--- config.mk ---
export PLATFORM = sky130hd
export DESIGN_NAME = vec_irq_ctrl
export DESIGN_NICKNAME = d
export VERILOG_FILES = /design/src/rtl/irqc_pkg.sv /design/src/rtl/irqc_src_bank.sv /design/src/rtl/irqc_arbiter.sv /design/src/rtl/irqc_vector_enc.sv /design/src/rtl/vec_irq_ctrl.sv
export SDC_FILE = /design/constraint.sdc
export NUM_CORES = 1
export LEC_CHECK = 0
export BUFFER_PORTS_ARGS = -buffer_cell sky130_fd_sc_hd__buf_2
export CORE_MARGIN = 10
export CORE_UTILIZATION = 50
export CTS_BUF_LIST = sky130_fd_sc_hd__clkbuf_8 sky130_fd_sc_hd__clkbuf_16
export CTS_CLUSTER_DIAMETER = 120
export DETAILED_ROUTE_END_ITERATION = 16
export GPL_TIMING_DRIVEN = 0
export PLACE_DENSITY = 0.74
export SYNTH_ARGS = -nofsm -noshare
export SYNTH_HDL_FRONTEND = slang
export SYNTH_HIERARCHICAL = 1
export SYNTH_SLANG_ARGS = --single-unit
export TNS_END_PERCENT = 1
--- constraint.sdc ---
create_clock -name clk -period 39.9 [get_ports clk]
set_clock_uncertainty 0.1 [all_clocks]
set_input_delay 0 -clock clk [delete_from_list [all_inputs] [get_ports clk]]
set_output_delay 0 -clock clk [all_outputs]
set_load 0.02 [all_outputs]
--- src/rtl/irqc_pkg.sv ---
package irqc_pkg;

    localparam int CODE_W = 16;
    localparam int ADDR_W = 32;

    typedef enum logic [1:0] {
        PCS_NEXT = 2'd0,
        PCS_CUR  = 2'd1,
        PCS_NONE = 2'd2
    } pc_sel_e;

    localparam logic [CODE_W-1:0] CODE_RESET = 16'h0000;
    localparam logic [CODE_W-1:0] CODE_NMI   = 16'h0010;
    localparam logic [CODE_W-1:0] CODE_TRAP  = 16'h0040;
    localparam logic [CODE_W-1:0] CODE_ILLOP = 16'h0060;
    localparam logic [CODE_W-1:0] CODE_MASK  = 16'h0080;

    typedef struct packed {
        logic              take;
        logic [CODE_W-1:0] code;
        logic [ADDR_W-1:0] handler;
        pc_sel_e           pcsel;
        logic              nmi_save;
    } vec_out_t;

    function automatic logic [CODE_W-1:0] mask_code(input logic [7:0] idx);
        return CODE_MASK + {4'h0, idx, 4'h0};
    endfunction

    function automatic logic [CODE_W-1:0] trap_code(input logic [4:0] v);
        return CODE_TRAP + {11'h000, v};
    endfunction

    function automatic logic [ADDR_W-1:0] trap_handler(input logic [4:0] v);
        return v[4] ? 32'h0000_0050 : 32'h0000_0040;
    endfunction

endpackage

--- src/rtl/irqc_src_bank.sv ---
module irqc_src_bank #(
    parameter int NUM_SRC = 24,
    parameter int LVL_W   = 3,
    parameter int IDX_W   = 5
) (
    input  logic                           clk,
    input  logic                           rst,
    input  logic [NUM_SRC-1:0]             pulse_i,
    input  logic                           we_i,
    input  logic [IDX_W-1:0]               idx_i,
    input  logic                           mask_i,
    input  logic [LVL_W-1:0]               lvl_i,
    input  logic                           ack_i,
    input  logic [IDX_W-1:0]               ack_idx_i,
    output logic [NUM_SRC-1:0]             pend_o,
    output logic [NUM_SRC-1:0]             masked_o,
    output logic [NUM_SRC-1:0][LVL_W-1:0]  lvl_o
);

    for (genvar i = 0; i < NUM_SRC; i++) begin : g_src
        logic             pend_r;
        logic             mask_r;
        logic [LVL_W-1:0] lvl_r;
        logic             sel_wr;
        logic             sel_ack;

        assign sel_wr  = we_i  && (idx_i     == IDX_W'(i));
        assign sel_ack = ack_i && (ack_idx_i == IDX_W'(i));

        always_ff @(posedge clk) begin
            if (rst) begin
                pend_r <= 1'b0;
                mask_r <= 1'b1;
                lvl_r  <= '1;
            end else begin
                if (sel_wr) begin
                    mask_r <= mask_i;
                    lvl_r  <= lvl_i;
                end
                // a new request in the accept cycle keeps the flag set
                if (pulse_i[i])
                    pend_r <= 1'b1;
                else if (sel_ack)
                    pend_r <= 1'b0;
            end
        end

        assign pend_o[i]   = pend_r;
        assign masked_o[i] = mask_r;
        assign lvl_o[i]    = lvl_r;
    end

endmodule

--- src/rtl/irqc_arbiter.sv ---
module irqc_arbiter #(
    parameter int NUM_SRC = 24,
    parameter int LVL_W   = 3,
    parameter int IDX_W   = 5
) (
    input  logic [NUM_SRC-1:0]             pend_i,
    input  logic [NUM_SRC-1:0]             masked_i,
    input  logic [NUM_SRC-1:0][LVL_W-1:0]  lvl_i,
    input  logic                           ie_i,
    input  logic                           svc_active_i,
    input  logic [LVL_W-1:0]               svc_lvl_i,
    output logic                           win_vld_o,
    output logic [IDX_W-1:0]               win_idx_o
);

    logic [NUM_SRC-1:0] elig;

    for (genvar i = 0; i < NUM_SRC; i++) begin : g_elig
        assign elig[i] = pend_i[i] && !masked_i[i] && ie_i &&
                         (!svc_active_i || (lvl_i[i] < svc_lvl_i));
    end

    // level first; ties keep the earlier (lower) index via strict compare
    always_comb begin
        logic             found;
        logic [IDX_W-1:0] best_idx;
        logic [LVL_W-1:0] best_lvl;
        found    = 1'b0;
        best_idx = '0;
        best_lvl = '1;
        for (int i = 0; i < NUM_SRC; i++) begin
            if (elig[i] && (!found || (lvl_i[i] < best_lvl))) begin
                found    = 1'b1;
                best_idx = IDX_W'(i);
                best_lvl = lvl_i[i];
            end
        end
        win_vld_o = found;
        win_idx_o = best_idx;
    end

endmodule

--- src/rtl/irqc_vector_enc.sv ---
module irqc_vector_enc
    import irqc_pkg::*;
#(
    parameter int IDX_W = 5
) (
    input  logic             rst_req_i,
    input  logic             nmi_i,
    input  logic             ilgop_i,
    input  logic             trap_i,
    input  logic [4:0]       trap_vec_i,
    input  logic             mask_vld_i,
    input  logic [IDX_W-1:0] mask_idx_i,
    input  logic             div_busy_i,
    output vec_out_t         nxt_o,
    output logic             mask_ack_o
);

    always_comb begin
        nxt_o      = '0;
        mask_ack_o = 1'b0;
        if (rst_req_i) begin
            nxt_o.take    = 1'b1;
            nxt_o.code    = CODE_RESET;
            nxt_o.handler = '0;
            nxt_o.pcsel   = PCS_NONE;
        end else if (nmi_i) begin
            nxt_o.take     = 1'b1;
            nxt_o.code     = CODE_NMI;
            nxt_o.handler  = {16'h0000, CODE_NMI};
            nxt_o.pcsel    = PCS_NEXT;
            nxt_o.nmi_save = 1'b1;
        end else if (ilgop_i) begin
            nxt_o.take    = 1'b1;
            nxt_o.code    = CODE_ILLOP;
            nxt_o.handler = {16'h0000, CODE_ILLOP};
            nxt_o.pcsel   = PCS_NEXT;
        end else if (trap_i) begin
            nxt_o.take    = 1'b1;
            nxt_o.code    = trap_code(trap_vec_i);
            nxt_o.handler = trap_handler(trap_vec_i);
            nxt_o.pcsel   = PCS_NEXT;
        end else if (mask_vld_i) begin
            nxt_o.take    = 1'b1;
            nxt_o.code    = mask_code(8'(mask_idx_i));
            nxt_o.handler = {16'h0000, mask_code(8'(mask_idx_i))};
            nxt_o.pcsel   = div_busy_i ? PCS_CUR : PCS_NEXT;
            mask_ack_o    = 1'b1;
        end
    end

endmodule

--- src/rtl/vec_irq_ctrl.sv ---
module vec_irq_ctrl
    import irqc_pkg::*;
#(
    parameter int NUM_SRC = 24,
    parameter int LVL_W   = 3,
    localparam int IDX_W  = $clog2(NUM_SRC)
) (
    input  logic               clk,
    input  logic               rst,
    input  logic               rst_req_i,
    input  logic               nmi_i,
    input  logic               ilgop_i,
    input  logic               trap_i,
    input  logic [4:0]         trap_vec_i,
    input  logic [NUM_SRC-1:0] irq_pulse_i,
    input  logic               cfg_we_i,
    input  logic [IDX_W-1:0]   cfg_idx_i,
    input  logic               cfg_mask_i,
    input  logic [LVL_W-1:0]   cfg_lvl_i,
    input  logic               ie_i,
    input  logic               svc_active_i,
    input  logic [LVL_W-1:0]   svc_lvl_i,
    input  logic               div_busy_i,
    output logic               take_o,
    output logic [15:0]        code_o,
    output logic [31:0]        handler_o,
    output logic [1:0]         pcsel_o,
    output logic               nmi_save_o
);

    logic [NUM_SRC-1:0]            pend;
    logic [NUM_SRC-1:0]            masked;
    logic [NUM_SRC-1:0][LVL_W-1:0] lvl;
    logic                          win_vld;
    logic [IDX_W-1:0]              win_idx;
    logic                          mask_ack;
    vec_out_t                      nxt;
    vec_out_t                      out_q;

    irqc_src_bank #(.NUM_SRC(NUM_SRC), .LVL_W(LVL_W), .IDX_W(IDX_W)) u_bank (
        .clk       (clk),
        .rst       (rst),
        .pulse_i   (irq_pulse_i),
        .we_i      (cfg_we_i),
        .idx_i     (cfg_idx_i),
        .mask_i    (cfg_mask_i),
        .lvl_i     (cfg_lvl_i),
        .ack_i     (mask_ack),
        .ack_idx_i (win_idx),
        .pend_o    (pend),
        .masked_o  (masked),
        .lvl_o     (lvl)
    );

    irqc_arbiter #(.NUM_SRC(NUM_SRC), .LVL_W(LVL_W), .IDX_W(IDX_W)) u_arb (
        .pend_i       (pend),
        .masked_i     (masked),
        .lvl_i        (lvl),
        .ie_i         (ie_i),
        .svc_active_i (svc_active_i),
        .svc_lvl_i    (svc_lvl_i),
        .win_vld_o    (win_vld),
        .win_idx_o    (win_idx)
    );

    irqc_vector_enc #(.IDX_W(IDX_W)) u_enc (
        .rst_req_i  (rst_req_i),
        .nmi_i      (nmi_i),
        .ilgop_i    (ilgop_i),
        .trap_i     (trap_i),
        .trap_vec_i (trap_vec_i),
        .mask_vld_i (win_vld),
        .mask_idx_i (win_idx),
        .div_busy_i (div_busy_i),
        .nxt_o      (nxt),
        .mask_ack_o (mask_ack)
    );

    always_ff @(posedge clk) begin
        if (rst) out_q <= '0;
        else     out_q <= nxt;
    end

    assign take_o     = out_q.take;
    assign code_o     = out_q.code;
    assign handler_o  = out_q.handler;
    assign pcsel_o    = out_q.pcsel;
    assign nmi_save_o = out_q.nmi_save;

endmodule

### Yosys cells after proc, flatten, opt, wreduce, memory -nomap -nowiden

Cells that the tools add are included.

| word-level totals | value |
|---|---|
| output and inout port bits | 52 |
| logic and storage cells | 577 |
| bits of input ports | 51 |
| flip-flop bits (word level) | 172 |

| cells by class | value |
|---|---|
| add/subtract/negate cells | 2 |
| magnitude comparators | 47 |
| bitwise logic cells | 1 |
| muxes and demuxes | 131 |
| eq/ne operators | 46 |
| reduce and logical (&&, ||, !) cells | 268 |

Operator list:

| kind | number |
|---|---|
| 2-to-1 mux 51 bit | 5 |
| logical AND 1 bit | 143 |
| less-than comparator 3 bit | 47 |
| 2-to-1 mux 3 bit | 27 |
| == test 5 x 4 -> 1 bit (second input constant) | 16 |
| == test 5 bit (second input constant) | 16 |
| 2-to-1 mux 1 bit | 80 |
| logical NOT 1 bit | 48 |
| nonzero test 2 bit | 24 |
| logical OR 1 bit | 47 |
| 2-to-1 mux 5 bit | 9 |
| == test 5 x 3 -> 1 bit (second input constant) | 8 |
| 2-to-1 mux 4 bit | 8 |
| == test 5 x 2 -> 1 bit (second input constant) | 4 |
| adder 8 x 9 -> 10 bit (first input constant) | 1 |
| == test 5 x 1 -> 1 bit (second input constant) | 2 |
| logical NOT 5 bit | 2 |
| adder 7 x 5 -> 8 bit (first input constant) | 1 |
| OR reduction 6 bit | 1 |
| 2-to-1 mux 2 bit | 2 |
| OR reduction 4 bit | 1 |
| OR reduction 3 bit | 1 |
| OR reduction 2 bit | 1 |
| NOT 1 bit | 1 |

### Longest topological paths before layout

| logic depth | value |
|---|---|
| word-level depth | 105 |
| depth in mapped cells | 172 |
| gate-level depth less buffers | 170 |

### Modules after synthesis

Netlist, hierarchy kept.

By module, submodules not included:

| module | area each (um2) | instances | cells an instance | sequential area each (um2) |
|---|---|---|---|---|
| irqc_arbiter | 5472.7 | 1 | 771 | 0.0 |
| irqc_src_bank | 4850.9 | 1 | 507 | 2402.3 |
| vec_irq_ctrl | 1391.3 | 1 | 109 | 1041.0 |
| irqc_vector_enc | 457.9 | 1 | 68 | 0.0 |

### Least setup slack after synthesis

OpenSTA, ideal clock, no wires.

| timing | value |
|---|---|
| path type | input-to-reg |
| from | in svc_lvl_i[2] |
| to | reg u_bank.g_src[0].pend_r |
| arrival | 28.602 ns |
| cell stages on the path | 159 |
| library setup time | 0.132 ns |
| setup slack | 11.066 ns |
| cell sequence | inv_1 ha_1 a21oi_1 o21ai_2 a21o_1 nor2_1 ha_1 a21oi_2 o21ai_0 o21ai_0 ha_1 and2_1 a21oi_1 nand2_1 o21ai_0 inv_1 ha_1 a21boi_0 [123 not listed] a31oi_1 o21ai_1 a21boi_1 inv_1 ha_1 a2111o_1 o41ai_1 a31oi_1 mux2_1 ha_1 o21a_1 nor2_1 o21ai_0 o211ai_1 nand4b_1 or4b_2 o21ai_0 a21oi_1 |

RTL lines:

| item | RTL line | RTL |
|---|---|---|
| start: declaration | vec_irq_ctrl.sv:22 | `input logic [LVL_W-1:0] svc_lvl_i,` |
| less-than comparator 3 bit | irqc_arbiter.sv:20 | `(!svc_active_i \|\| (lvl_i[i] < svc_lvl_i));` |
| logical OR 1 bit | irqc_arbiter.sv:20 |  |
| logical AND 1 bit | irqc_arbiter.sv:19 | `assign elig[i] = pend_i[i] && !masked_i[i] && ie_i &&` |
| 2-to-1 mux 3 bit or 2-to-1 mux 1 bit (tied branches) | irqc_arbiter.sv:32 | `if (elig[i] && (!found \|\| (lvl_i[i] < best_lvl))) begin` |
| less-than comparator 3 bit or logical NOT 1 bit (tied branches) | irqc_arbiter.sv:32 |  |
| logical OR 1 bit | irqc_arbiter.sv:32 |  |
| logical AND 1 bit | irqc_arbiter.sv:32 |  |
| 2-to-1 mux 3 bit or 2-to-1 mux 1 bit (tied branches) | irqc_arbiter.sv:32 |  |
| [84 not listed] | - |  |
| less-than comparator 3 bit or logical NOT 1 bit (tied branches) | irqc_arbiter.sv:32 |  |
| logical OR 1 bit | irqc_arbiter.sv:32 |  |
| logical AND 1 bit | irqc_arbiter.sv:32 |  |
| 2-to-1 mux 5 bit (*) | irqc_arbiter.sv:32 |  |
| named net win_idx[2] | vec_irq_ctrl.sv:35 | `logic [IDX_W-1:0] win_idx;` |
| logical NOT 5 bit (*) | irqc_src_bank.sv:28 | `assign sel_ack = ack_i && (ack_idx_i == IDX_W'(i));` |
| logical AND 1 bit (*) | irqc_src_bank.sv:28 |  |
| nonzero test 2 bit (no line) (*) | - |  |
| end signal: assignment | irqc_src_bank.sv:32 | `pend_r <= 1'b0;` |
| end signal: assignment | irqc_src_bank.sv:42 | `pend_r <= 1'b1;` |
| end signal: assignment | irqc_src_bank.sv:44 | `pend_r <= 1'b0;` |
| end: declaration | irqc_src_bank.sv:21 | `logic pend_r;` |

The timed path passes the listed nets; every way through them passes the cells marked *.
A chain may end at the register's enable or synchronous reset.

### Final worst setup path

| timing | value |
|---|---|
| from | in svc_lvl_i[2] |
| to | reg out_q, in the netlist code_o[6] |

| on the way | value |
|---|---|
| longest elaborated chain between the ends | 100 |

Ends and longest elaborated chain:

| item | RTL line | RTL |
|---|---|---|
| less-than comparator 3 bit | irqc_arbiter.sv:20 |  |
| logical OR 1 bit | irqc_arbiter.sv:20 |  |
| logical AND 1 bit | irqc_arbiter.sv:19 |  |
| 2-to-1 mux 3 bit or 2-to-1 mux 1 bit (tied branches) | irqc_arbiter.sv:32 |  |
| less-than comparator 3 bit or logical NOT 1 bit (tied branches) | irqc_arbiter.sv:32 |  |
| logical OR 1 bit | irqc_arbiter.sv:32 |  |
| logical AND 1 bit | irqc_arbiter.sv:32 |  |
| 2-to-1 mux 3 bit or 2-to-1 mux 1 bit (tied branches) | irqc_arbiter.sv:32 |  |
| [85 not listed] | - |  |
| logical OR 1 bit | irqc_arbiter.sv:32 |  |
| logical AND 1 bit | irqc_arbiter.sv:32 |  |
| 2-to-1 mux 5 bit (*) | irqc_arbiter.sv:32 |  |
| named net win_idx[2] | vec_irq_ctrl.sv:35 |  |
| adder 8 x 9 -> 10 bit (*) | irqc_pkg.sv:27 | `return CODE_MASK + {4'h0, idx, 4'h0};` |
| 2-to-1 mux 51 bit (*) | irqc_vector_enc.sv:42 | `end else if (mask_vld_i) begin` |
| 2-to-1 mux 51 bit (*) | irqc_vector_enc.sv:37 | `end else if (trap_i) begin` |
| 2-to-1 mux 51 bit (*) | irqc_vector_enc.sv:32 | `end else if (ilgop_i) begin` |
| end signal: assignment | vec_irq_ctrl.sv:81 | `else out_q <= nxt;` |
| end: declaration | vec_irq_ctrl.sv:38 | `vec_out_t out_q;` |

Marks and branches as above.

==> results.md <==
* Largest net degree at the start of global routing at 25
* WHS at 0.0830 ns
* Die Width at 176 um
* Clock latency on the worst-skew pair at 0.43 ns
* Max Slew Vio Count at 0
* CP max stage cell: inv_1
* Resized Gates After CTS at 0
* Worst hold path class: in -> reg
* Min setup slack post-route at 5.85 ns
* Register area at 3440 um^2
* Layout fillers at 2188
* Average wire per standard cell at 17.5 um
* # port buffers at 99
* TritonCTS Buffers at 17
* CTS sink cnt at 172
* Total Power at 389 uW
* Max stage delay on crit path at 0.86 ns
* Fin crit period at 34.05 ns
* Hold Violations, Final at 0
* Worst Path Buf+Inv at 23
* Critical Path Start: svc_lvl_i[2]
* Routed vias at 11322
* Worst Max-Slew Pin Slew at 1.23 ns
* Initial antenna violation count at 2
* Starting Density at 50.5%
* Chip height at 176 um
* Most frequent cells after synthesis: dfxtp_1, nor2_1, mux2i_1
* Multi-input gate area at 7720 um^2
* R2r startpoint: u_bank/g_src[0].lvl_r[2]
* R2R depth at 159
* PwrDens at 27.3 nW/um^2
* Number of global-route vias before repair at 10944
* H-tree Lvls at 4
* Slew headroom at 18.1%
* Setup Fix Bufs, Post-CTS at 0
* Hold-fix buffers, CTS at 50
* Final #Nets at 1779
* CP arrival at 34.28 ns
* Share of the synthesized area in the top cell type at 28.3%
* Post-route ant nets at 0
* Seq cells post-synth at 172
* Delay-heaviest family, CP: compound AO/OA/AOI/OAI gates
* Clock transition at the registers of the reported paths at 0.08 ns
* RD Place Congestion at 0.873
* Layout cells sized above 1 at 18.7%
* Largest area contributor in the synthesized netlist: dfxtp_1
* I/O pin total at 103
* Status: finished, final reports clean
* Leakage at 6.50 nW
* Synth async-reset ratio at 0%
* Critical path type: in -> reg
* Fin util at 59.3%
* Final setup fails at 0
* CTS tree: built
* First-pass GRT wire length at 55700 um
* Post-Syn Area at 12200 um^2
* Row count at 57
* Synth unique cells at 96
* Top area cells in the synthesized netlist: dfxtp_1, mux2i_1, ha_1
* GRT Util Overall at 21.8%
* RSZ-0062 raised after global routing: no
* CP required at 40.13 ns
* Area delta synth->final at 17.4%
* Yosys warnings at 6
* Max Root-Sink Buffers at 2
* DIE AREA at 31000 um^2
* Critical Path Stages at 161
* Post-synth EDFFs at 0
* Primary FF master, synth: dfxtp_1
* Critical path endpoint: code_o[6]
* Core Footprint at 24100 um^2
* Max-cap violations at 0
* Reg2reg setup slack at 6.16 ns
* DP HPWL at 26000 um
* Syn Area/Cell at 8.37 um^2
* CP Launch Type: input port
* Detailed Route WL at 34900 um
* Crit path capture type: flop
* Worst path most repeated cell: ha_1
* Post-synthesis cell count at 1455
* Number of DRC markers in iteration 0 at 889
* Post-synthesis sequential area ratio at 28.3%
* Reg-to-reg critical path endpoint: code_o[6]
* Max Fanout on Critical Path at 24
* Peak supply drop at 0.0000196 V
* Top-count cell post-synth: dfxtp_1
* Fmax at 0.0294 GHz
* Root Buffer: clkbuf_16
* Setup WS pre-CTS at 6.21 ns
* Drt pass-1 iters at 6
* Final setup TNS at 0 ns
* Via density at 5.68
* Crit share post-route at 85.3%
* Total global routing overflow at 0
* DR DRC count at 0
-- cells by family (layout without fill, tap and decap cells) --
logic type | Yosys count | in the layout | synth area share [%]
and+or+nand+nor | 501 | 501 | 22.1
DFF | 172 | 172 | 28.3
AOI/OAI and AO/OA | 374 | 374 | 21.9
buffers and inverters | 206 | 387 | 9.21
adders and majority gates | 78 | 78 | 7.95
muxes | 123 | 123 | 10.5
other | 1 | 33 | 0.0308
-- registers in the layout (all words and copies together) (netlist names) --
| name | count |
|---|---|
| u_bank/g_src.lvl_r | 72 |
| u_bank/g_src.pend_r | 24 |
| pcsel_o | 2 |
| nmi_save_o | 1 |
| code_o | 16 |
| u_bank/g_src.mask_r | 24 |
| take_o | 1 |
| handler_o | 32 |
-- cell type report --
class / count / share of cell area [%]
antenna: 1 / 0.0175
buffer: 128 / 5.80
clock buffer: 17 / 2.98
clock inverter: 15 / 1.18
inverter: 78 / 2.05
multi-input combinational: 1108 / 54.1
sequential: 172 / 24.1
tap: 324 / 2.84
timing repair buffer: 149 / 6.97
-- report_power, final --
part	switching (mW)	leakage, nW	internal [mW]	total, mW
Clock	0.0820	0.283	0.0845	0.166
Sequential	0.00227	1.41	0.176	0.178
Combinational	0.0250	4.81	0.0196	0.0446
-- per-stage QoR --
stage / instances / instance area, um^2
6_report: 1992 / 14300
5_1_grt: 1991 / 14300
4_1_cts: 1991 / 14300
3_5_place_dp: 1909 / 13200
3_3_place_gp: 1909 / 13200
2_1_floorplan: 1486 / 12300
-- layer usage --
metal	GRT usage, %	up-vias	part of all wire, %
met4	5.93	2	2.0
met2	37.0	352	48
li1	-	5495	-
met5	0	-	0.037
met3	4.44	57	6.5
met1	27.4	5416	43
-- layout by cell type (no fill, tap or decap), types with 9 or more instances in the layout --
master         count
a211o_1            9
a211oi_1          15
a21boi_0          11
a21o_1            31
a21oi_1           78
a31oi_1           14
and2_1            10
and3_1            10
buf_2            110
buf_4             87
clkbuf_1          24
clkbuf_16         17
conb_1            32
dfxtp_1          172
dlygate4sd3_1     50
ha_1              74
inv_1             78
mux2_2             9
mux2i_1          107
nand2_1           71
nand2b_1          46
nand3_1           10
nand4b_1          24
nor2_1           163
nor2b_1           78
nor3_1            22
o211ai_1           9
o21a_1            14
o21ai_0           85
or3_1              9
-- worst register-to-register path, delay by kind of cell (launching register included) --
kind | cells | cell delay, ns
flip-flops | 1 | 0.39
AND/OR/NAND/NOR | 36 | 5.23
AO/OA/AOI/OAI | 64 | 16.27
adder cells (fa/ha/maj) | 24 | 5.90
buffers and inverters | 21 | 2.06
multiplexers | 14 | 3.75
-- worst min-delay path by stage --
stage	start	cells after the start	to
after global routing	trap_vec_i[4]	5	code_o[4]
after CTS	cfg_idx_i[1]	4	u_bank/g_src[0].lvl_r[1]
after detailed placement	irq_pulse_i[10]	3	u_bank/g_src[10].pend_r
final	cfg_idx_i[1]	4	u_bank/g_src[0].lvl_r[0]
after floorplan	rst	1	nmi_save_o
after global placement	irq_pulse_i[2]	3	u_bank/g_src[2].pend_r
(Power assumes the default switching activity.)
